File: config.mk
export PLATFORM = sky130hd
export DESIGN_NAME = rxsilo_top
export DESIGN_NICKNAME = d
export VERILOG_FILES = /design/src/rtl/rxsilo_pkg.sv /design/src/rtl/rxsilo_ctrl.sv /design/src/rtl/rxsilo_data.sv /design/src/rtl/rxsilo_top.sv
export SDC_FILE = /design/constraint.sdc
export NUM_CORES = 1
export LEC_CHECK = 0
export BUFFER_PORTS_ARGS = -buffer_cell sky130_fd_sc_hd__buf_4
export CAP_MARGIN = 20
export CELL_PAD_IN_SITES_DETAIL_PLACEMENT = 0
export CELL_PAD_IN_SITES_GLOBAL_PLACEMENT = 1
export CORE_MARGIN = 2
export CORE_UTILIZATION = 57
export DETAILED_ROUTE_END_ITERATION = 7
export PLACE_DENSITY = 0.9
export SYNTH_ARGS = -nofsm -noshare
export SYNTH_HDL_FRONTEND = slang
export SYNTH_SLANG_ARGS = --single-unit
File: constraint.sdc
create_clock -name clk -period 11.4 [get_ports clk]
set_input_delay 0.57 -clock clk [delete_from_list [all_inputs] [get_ports clk]]
set_output_delay 0.57 -clock clk [all_outputs]
set_load 0.05 [all_outputs]
File: src/rtl/rxsilo_pkg.sv
package rxsilo_pkg;
  localparam int LINE_W = 3;
  localparam int CHAR_W = 8;

  typedef struct packed {
    logic              overrun;
    logic              frameErr;
    logic              parityErr;
    logic              dataSetChg;
    logic [LINE_W-1:0] line;
    logic [CHAR_W-1:0] ch;
  } silo_entry_t;

  typedef struct packed {
    logic        push;
    logic        pop;
    silo_entry_t wrEntry;
  } silo_strobe_t;
endpackage

File: src/rtl/rxsilo_ctrl.sv
module rxsilo_ctrl
  import rxsilo_pkg::*;
#(
  parameter int DEPTH  = 64,
  parameter int NLINES = 8,
  parameter int THR_W  = 7,
  localparam int CNT_W = $clog2(DEPTH + 1)
) (
  input  logic                     clk,
  input  logic                     rstN,
  input  logic [NLINES-1:0]        charStrobe,
  input  logic [NLINES*CHAR_W-1:0] charData,
  input  logic [NLINES-1:0]        parityErr,
  input  logic [NLINES-1:0]        frameErr,
  input  logic [NLINES-1:0]        carrierChg,
  input  logic [NLINES-1:0]        modemIntEn,
  input  logic                     rxIntEn,
  input  logic                     hostRead,
  input  logic                     hostWrite,
  input  logic [15:0]              hostWdata,
  output silo_strobe_t             strobes,
  output logic [CNT_W-1:0]         count,
  output logic                     rxIrq
);
  logic [NLINES-1:0] pendChar, pendDsc, pendPar, pendFrm;
  logic [CHAR_W-1:0] pendData [NLINES];
  logic [NLINES-1:0] grantChar, grantDsc, charDropVec;
  logic              anyReq, grantIsDsc, store, lostPush, lostAny, ovrFlag;
  logic [LINE_W-1:0] grantLine;
  logic [THR_W-1:0]  thr;
  logic [THR_W:0]    effThr;

  // fixed priority: lowest line number wins
  always_comb begin
    anyReq    = 1'b0;
    grantLine = '0;
    for (int i = NLINES - 1; i >= 0; i--) begin
      if (pendChar[i] || pendDsc[i]) begin
        anyReq    = 1'b1;
        grantLine = LINE_W'(i);
      end
    end
    grantIsDsc = anyReq && pendDsc[grantLine];
  end

  for (genvar i = 0; i < NLINES; i++) begin : g_line
    assign grantDsc[i]    = anyReq && (grantLine == LINE_W'(i)) && grantIsDsc;
    assign grantChar[i]   = anyReq && (grantLine == LINE_W'(i)) && !grantIsDsc;
    assign charDropVec[i] = charStrobe[i] && pendChar[i] && !grantChar[i];
  end

  assign store    = anyReq && (count < CNT_W'(DEPTH));
  assign lostPush = anyReq && !store;
  assign lostAny  = lostPush || (|charDropVec);

  always_comb begin
    strobes                    = '0;
    strobes.push               = store;
    strobes.pop                = hostRead && (count != '0);
    strobes.wrEntry.overrun    = ovrFlag;
    strobes.wrEntry.dataSetChg = grantIsDsc;
    strobes.wrEntry.line       = grantLine;
    if (!grantIsDsc) begin
      strobes.wrEntry.frameErr  = pendFrm[grantLine];
      strobes.wrEntry.parityErr = pendPar[grantLine];
      strobes.wrEntry.ch        = pendData[grantLine];
    end
  end

  always_ff @(posedge clk or negedge rstN) begin
    if (!rstN) begin
      pendChar <= '0;
      pendDsc  <= '0;
      pendPar  <= '0;
      pendFrm  <= '0;
      for (int i = 0; i < NLINES; i++) pendData[i] <= '0;
    end else begin
      for (int i = 0; i < NLINES; i++) begin
        if (charStrobe[i] && (!pendChar[i] || grantChar[i])) begin
          pendChar[i] <= 1'b1;
          pendData[i] <= charData[i*CHAR_W +: CHAR_W];
          pendPar[i]  <= parityErr[i];
          pendFrm[i]  <= frameErr[i];
        end else if (grantChar[i]) begin
          pendChar[i] <= 1'b0;
        end
        if (carrierChg[i] && modemIntEn[i]) pendDsc[i] <= 1'b1;
        else if (grantDsc[i])               pendDsc[i] <= 1'b0;
      end
    end
  end

  always_ff @(posedge clk or negedge rstN) begin
    if (!rstN) begin
      count   <= '0;
      ovrFlag <= 1'b0;
      thr     <= THR_W'(1);
    end else begin
      count   <= count + CNT_W'(store) - CNT_W'(strobes.pop);
      ovrFlag <= lostAny || (ovrFlag && !store);
      if (hostWrite) thr <= hostWdata[THR_W-1:0];
    end
  end

  assign effThr = (thr == '0) ? (THR_W+1)'(1) : {1'b0, thr};
  assign rxIrq  = rxIntEn && ((THR_W+1)'(count) >= effThr);

  a_r7_count_bound: assert property (@(posedge clk) disable iff (!rstN)
    count <= CNT_W'(DEPTH));
  a_r7_no_push_full: assert property (@(posedge clk) disable iff (!rstN)
    (count == CNT_W'(DEPTH)) |-> !strobes.push);
  a_r3_pop_decrements: assert property (@(posedge clk) disable iff (!rstN)
    (strobes.pop && !strobes.push) |=> (count == $past(count) - CNT_W'(1)));
  a_r10_irq_nonempty: assert property (@(posedge clk) disable iff (!rstN)
    rxIrq |-> (count != '0));
  a_r8_overrun_once: assert property (@(posedge clk) disable iff (!rstN)
    (strobes.push && !lostAny) |=> !ovrFlag);
  a_r5_single_grant: assert property (@(posedge clk) disable iff (!rstN)
    $onehot0(grantChar | grantDsc));
endmodule

File: src/rtl/rxsilo_data.sv
module rxsilo_data
  import rxsilo_pkg::*;
#(
  parameter int DEPTH = 64,
  localparam int AW   = $clog2(DEPTH)
) (
  input  logic         clk,
  input  logic         rstN,
  input  silo_strobe_t strobes,
  output silo_entry_t  headEntry
);
  silo_entry_t    mem [DEPTH];
  logic [AW-1:0]  wrPtr, rdPtr;

  always_ff @(posedge clk) begin
    if (strobes.push) mem[wrPtr] <= strobes.wrEntry;
  end

  always_ff @(posedge clk or negedge rstN) begin
    if (!rstN) begin
      wrPtr <= '0;
      rdPtr <= '0;
    end else begin
      if (strobes.push) wrPtr <= wrPtr + AW'(1);
      if (strobes.pop)  rdPtr <= rdPtr + AW'(1);
    end
  end

  assign headEntry = mem[rdPtr];
endmodule

File: src/rtl/rxsilo_top.sv
module rxsilo_top
  import rxsilo_pkg::*;
#(
  parameter int DEPTH  = 64,
  parameter int NLINES = 8,
  localparam int CNT_W = $clog2(DEPTH + 1)
) (
  input  logic                     clk,
  input  logic                     rstN,
  input  logic [NLINES-1:0]        charStrobe,
  input  logic [NLINES*CHAR_W-1:0] charData,
  input  logic [NLINES-1:0]        parityErr,
  input  logic [NLINES-1:0]        frameErr,
  input  logic [NLINES-1:0]        carrierChg,
  input  logic [NLINES-1:0]        modemIntEn,
  input  logic                     rxIntEn,
  input  logic                     hostRead,
  input  logic                     hostWrite,
  input  logic [15:0]              hostWdata,
  output logic [15:0]              readWord,
  output logic                     rxIrq
);
  silo_strobe_t     strobes;
  silo_entry_t      headEntry;
  logic [CNT_W-1:0] count;

  rxsilo_ctrl #(.DEPTH(DEPTH), .NLINES(NLINES)) u_ctrl (
    .clk(clk), .rstN(rstN), .charStrobe(charStrobe), .charData(charData),
    .parityErr(parityErr), .frameErr(frameErr), .carrierChg(carrierChg),
    .modemIntEn(modemIntEn), .rxIntEn(rxIntEn), .hostRead(hostRead),
    .hostWrite(hostWrite), .hostWdata(hostWdata), .strobes(strobes),
    .count(count), .rxIrq(rxIrq)
  );

  rxsilo_data #(.DEPTH(DEPTH)) u_data (
    .clk(clk), .rstN(rstN), .strobes(strobes), .headEntry(headEntry)
  );

  assign readWord = (count != '0) ? {1'b1, headEntry} : 16'h0000;

  a_r1_valid_tracks_push: assert property (@(posedge clk) disable iff (!rstN)
    strobes.push |=> readWord[15]);
endmodule

# Word-level counts from Yosys, hierarchy flattened
# Memories as Yosys holds them, arrays and structs flattened.
# Index checks and enable logic that the tools add are counted.
# totals
reg_bits	123
latch_bits	0
ramBits	960
mem_bits_ro	0
inputBits	125
mem_count	1
# op_classes
addsub	4
mul	0
n_div	0
n_lt_le_gt_ge	4
eq_ne	7
shifts	0
n_mux	63
n_bitwise	1
n_reduce_logical	118
# memory_table
name	depth	word_bits	read_ports	rd_clocked_by_memory_dff	write_ports	line	text
u_data.mem	64	15	1	0	1	rxsilo_data.sv:12	silo_entry_t mem [DEPTH];
# ops
operator	count
logical AND 1 bit	62
2-to-1 mux 1 bit	45
nonzero test 2 bit	16
binary-select mux 8 bit (select 3 bit)	1
2-to-1 mux 3 bit	8
2-to-1 mux 8 bit	3
logical NOT 1 bit	18
logical OR 1 bit	18
2-to-1 mux 16 bit	1
adder 6 x 1 -> 6 bit, second input constant	2
equality test 3 bit, second input constant	4
binary-select mux 1 bit (select 3 bit)	3
>= comparator 7 x 8 -> 1 bit	1
OR reduction 8 bit	1
adder 7 x 1 -> 7 bit	1
logical NOT 7 bit	1
< comparator 7 bit, second input constant	1
2-to-1 mux 7 bit	1
nonzero test 7 bit	1
subtractor 7 x 1 -> 7 bit	1
equality test 3 x 2 -> 1 bit, second input constant	2
>= comparator 4 bit, second input constant	1
< comparator 3 x 4 -> 1 bit, second input constant	1
inverter 3 -> 4 bit	1
other kinds (3)	3

# Logic depth before layout (Yosys ltp)
# logic_depth
ltp_word	19
ltp_mapped	17

# Modules after synthesis
# Synthesis repeated with hierarchy kept, for this count alone.
# hier_totals
hier_cells	2358
area_unflattened_um2	43784.5
# by_module_without_submodules
mod	instances	cells_per_inst	area_each_um2	seq_area_each_um2
rxsilo_data	1	1805	37721.2	29127.9
rxsilo_ctrl	1	533	5899.4	2778.9
rxsilo_top	1	20	163.9	0.0

# Worst setup path after synthesis
# Ideal clock, no wire load.
# synth_path
kind	register -> register
from	reg u_ctrl.pendDsc[6]
to	mem u_data.mem[0][12] (netlist bit) (data pin)
setup_time_ps	548
t_arrival_ps	4704
t_required_ps	10852
setup_slack_ps	6148
path_stages_with_launch	10
path_buffers	2
path_cell_list	dfrtp_1 o311ai_1 a41oi_1 inv_2 clkbuf_1 buf_1 nand2_1 nand3_1 nand3_1 a21oi_1
# synth_lines
item	line	text
start: declaration	rxsilo_ctrl.sv:25	logic [NLINES-1:0] pendChar, pendDsc, pendPar, pendFrm;
start signal: assignment	rxsilo_ctrl.sv:73	pendDsc <= '0;
start signal: indexed assignment	rxsilo_ctrl.sv:87	if (carrierChg[i] && modemIntEn[i]) pendDsc[i] <= 1'b1;
start signal: indexed assignment	rxsilo_ctrl.sv:88	else if (grantDsc[i]) pendDsc[i] <= 1'b0;
end: declaration	rxsilo_data.sv:12	

# Worst setup path after layout
# layout_path
from	reg u_data.rdPtr[1]
to	out readWord[8]
# layout_via
elab_chain_cells	2
# layout_rtl
item	line	text
start: declaration	rxsilo_data.sv:13	logic [AW-1:0] wrPtr, rdPtr;
start signal: assignment	rxsilo_data.sv:25	if (strobes.pop) rdPtr <= rdPtr + AW'(1);
memory (64 x 15 bit)	--	
2-to-1 mux 16 bit	rxsilo_top.sv:39	assign readWord = (count != '0) ? {1'b1, headEntry} : 16'h0000;
end: declaration	rxsilo_top.sv:20	output logic [15:0] readWord,
# No other way between the ends.

==> flow_summary.json <==
{
  "cts.path.max_buffers": 3,
  "clock-root-buffer": "clkbuf_16",
  "worstSkewPairLatency_ns": 0.68,
  "slew_viol_final": 0,
  "synth.most_common_cell": "edfxtp_1",
  "worstMarginPinSlew_ns": 1.158,
  "synth_fp_nets": 2197,
  "fill_cells": 4566,
  "syn_avg_cell_area_um2": 20.85,
  "row_count": 100,
  "setup_viol": 0,
  "placed_area_mm2": 0.04527,
  "nets": 2397,
  "r2r_slack_ns": 7.44,
  "min_period_over_period_pct": 52.38,
  "drive_gt1_share_pct": 34.50,
  "status": "finished, final reports clean",
  "seq_area_mm2": 0.03192,
  "multiInputGateArea_mm2": 0.01062,
  "clock-sinks": 1083,
  "grt_pass1_vias": 22450,
  "viasPerCell": 6.532,
  "crit_type": "reg2out",
  "worstRegToRegCells": 10,
  "dp_hpwl_um": 53270,
  "power_frac_comb_pct": 28.8,
  "ant_nets": 0,
  "postLayoutCoreUtil_pct": 65.83,
  "clockPowerShare_pct": 29.9,
  "die_w_um": 278.1,
  "power_density_mw_per_mm2": 244.0,
  "finalSetupTns_ns": 0,
  "synthTopCellsByCount": "edfxtp_1 (960), mux4_2 (300), dfrtp_1 (122)",
  "ys_types": 62,
  "yosys_warnings": 0,
  "p_switching_w": 0.003694,
  "pwr-share-seq_pct": 41.2,
  "synth_top_cell_by_area": "edfxtp_1",
  "first_iter_violations": 3040,
  "seq_area_frac_synth_pct": 74.53,
  "p_int_w": 0.008263,
  "fin_area_mm2": 0.04901,
  "irDropWorstVdd_mv": 0.2320,
  "die_h_um": 278.1,
  "h-tree-depth": 3,
  "drc": 0,
  "firstDrtPassIters": 6,
  "place.gp.congestion": 0.8143,
  "antenna_found_initial": 4,
  "max_freq_mhz": 167.5,
  "wl_per_cell_um": 30.17,
  "rsz0062_at_grt": "no",
  "numCtsBuffers": 106,
  "dp_cells": 3107,
  "startpoint_type": "register",
  "routed_wl_um": 100000,
  "crit_fanout": 61,
  "synth_edf_count": 960,
  "netlist_area_mm2": 0.04281,
  "grt_use_total_pct": 26.12,
  "cap_violations": 0,
  "slew_headroom_pct": 22.72,
  "core_mm2": 0.07445,
  "yosysTopAreaCellShare_pct": 67.34,
  "synth_seq_cells": 1083,
  "hold_path_class": "in2async",
  "die_area_mm2": 0.07731,
  "instances_no_fill": 3316,
  "postCtsHoldBufs": 0,
  "vias": 21660,
  "power_leakage_nw": 16.53,
  "critPathCaptureType": "output pin",
  "fin_crit_ns": 5.972,
  "cts.repair.resized": 0,
  "syn_to_final_growth_pct": 14.48,
  "fin_skew_ns": 0.05982,
  "hold_viol": 0,
  "pin_count": 142,
  "worstPathArrival_ns": 5.40,
  "cts.reportedPaths.clkPinSlew_ns": 0.06,
  "grt_pass1_wl_um": 147300,
  "grt_max_degree": 121,
  "synthTopCellsByArea": "edfxtp_1 (67%), mux4_2 (16%), dfrtp_1 (7.1%), mux2_2 (1.9%), nand2_1 (1.0%)",
  "syn_inst": 2053,
  "synth-async-reset-ratio_pct": 11.36,
  "cts_setup_buffers": 0,
  "worstPathRequired_ns": 10.83,
  "port_buffers": 132,
  "synth_top_flop_cell": "edfxtp_1",
  "tritoncts": "yes",
  "initial_utilization_pct": 57.50,
  "globalRouteOverflowTotal": 0,
  "switching_share_pct": 30.90
}
state kept, by name, indices dropped and copies added, names as in the netlist:
signal and flops:
u_data.wrPtr 6, u_ctrl.pendData 64, u_ctrl.thr 7, u_data.mem 960, u_ctrl.ovrFlag 1, u_ctrl.pendPar 8
u_data.rdPtr 6, u_ctrl.pendChar 8, u_ctrl.count 7, u_ctrl.pendFrm 8, u_ctrl.pendDsc 8
layer usage:
metal	GRT usage (%)	up-vias	wire [um]
met3	5.146	199	9135
met2	44.19	1342	51710
met1	34.98	11290	36370
li1	-	8822	-
met4	7.526	4	2795
met5	0	-	28
metrics by stage:
step / total power, W / setup WS, ns / hold slack, ns
2_1_floorplan: 0.007276 / 6.148 / 0.2744
6_report: 0.01196 / 5.428 / 0.01206
4_1_cts: 0.01196 / 5.547 / 0.02610
3_3_place_gp: 0.008217 / 6.337 / 0.4548
3_5_place_dp: 0.008338 / 6.302 / 0.4751
5_1_grt: 0.01233 / 5.361 / 0.07104
cells by family after synthesis:
family	share of synthesized area (%)
fa+ha+maj	0.5729
simple gates	3.285
buf+inv	1.178
mux	18.76
compound gates	1.368
flops	74.53
xor+xnor	0.3069
worst max-delay path: stages (launching register included):
cell and delay (ns):
dfrtp_4 1.02, buf_4 0.80, buf_4 0.84, mux4_2 0.44, mux4_2 0.45, mux2i_1 0.52
o22ai_1 0.28, buf_4 0.27
power by group through the flow:
stage / Clock [W] / Sequential, W / Combinational, W
after floorplan: 0 / 0.00482 / 0.00245
after global placement: 0 / 0.00497 / 0.00324
after detailed placement: 0 / 0.00500 / 0.00334
after CTS: 0.00362 / 0.00493 / 0.00342
after global routing: 0.00377 / 0.00495 / 0.00360
final: 0.00358 / 0.00493 / 0.00344
placed cells by master (no fill, tap or decap), types with 30 or more instances in the layout:
master | netlist | final
nand3_1 | 74 | 74
mux4_2 | 300 | 300
buf_4 | 0 | 186
nor2_2 | 0 | 36
mux2_2 | 73 | 73
nor2_1 | 82 | 46
nand2_1 | 119 | 119
mux2i_1 | 30 | 30
dfrtp_1 | 122 | 116
clkbuf_16 | 0 | 108
edfxtp_1 | 960 | 960
path summary, 6_finish.rpt:
kind / startpoint / endpoint
setup / recovery: u_data.rdPtr[1] / readWord[8]
hold / removal: rstN / u_ctrl.pendData[42]
setup reg to reg: u_ctrl.pendDsc[1] / u_ctrl.pendData[44]
hold reg to reg: u_data.rdPtr[5] / u_data.rdPtr[5]
max in group asynchronous: rstN / u_data.rdPtr[0]
min in group clk: modemIntEn[3] / u_ctrl.pendDsc[3]
area by class of cell:
class | instances | share of cell area [%]
tap | 969 | 2.474
clock buffer | 136 | 5.790
timing repair buffer | 194 | 3.176
inverter | 25 | 0.2042
antenna | 2 | 0.01021
sequential | 1083 | 65.14
clock inverter | 64 | 1.540
multi-input combinational | 843 | 21.67
No activity file was read; power rests on OpenSTA's default activity.
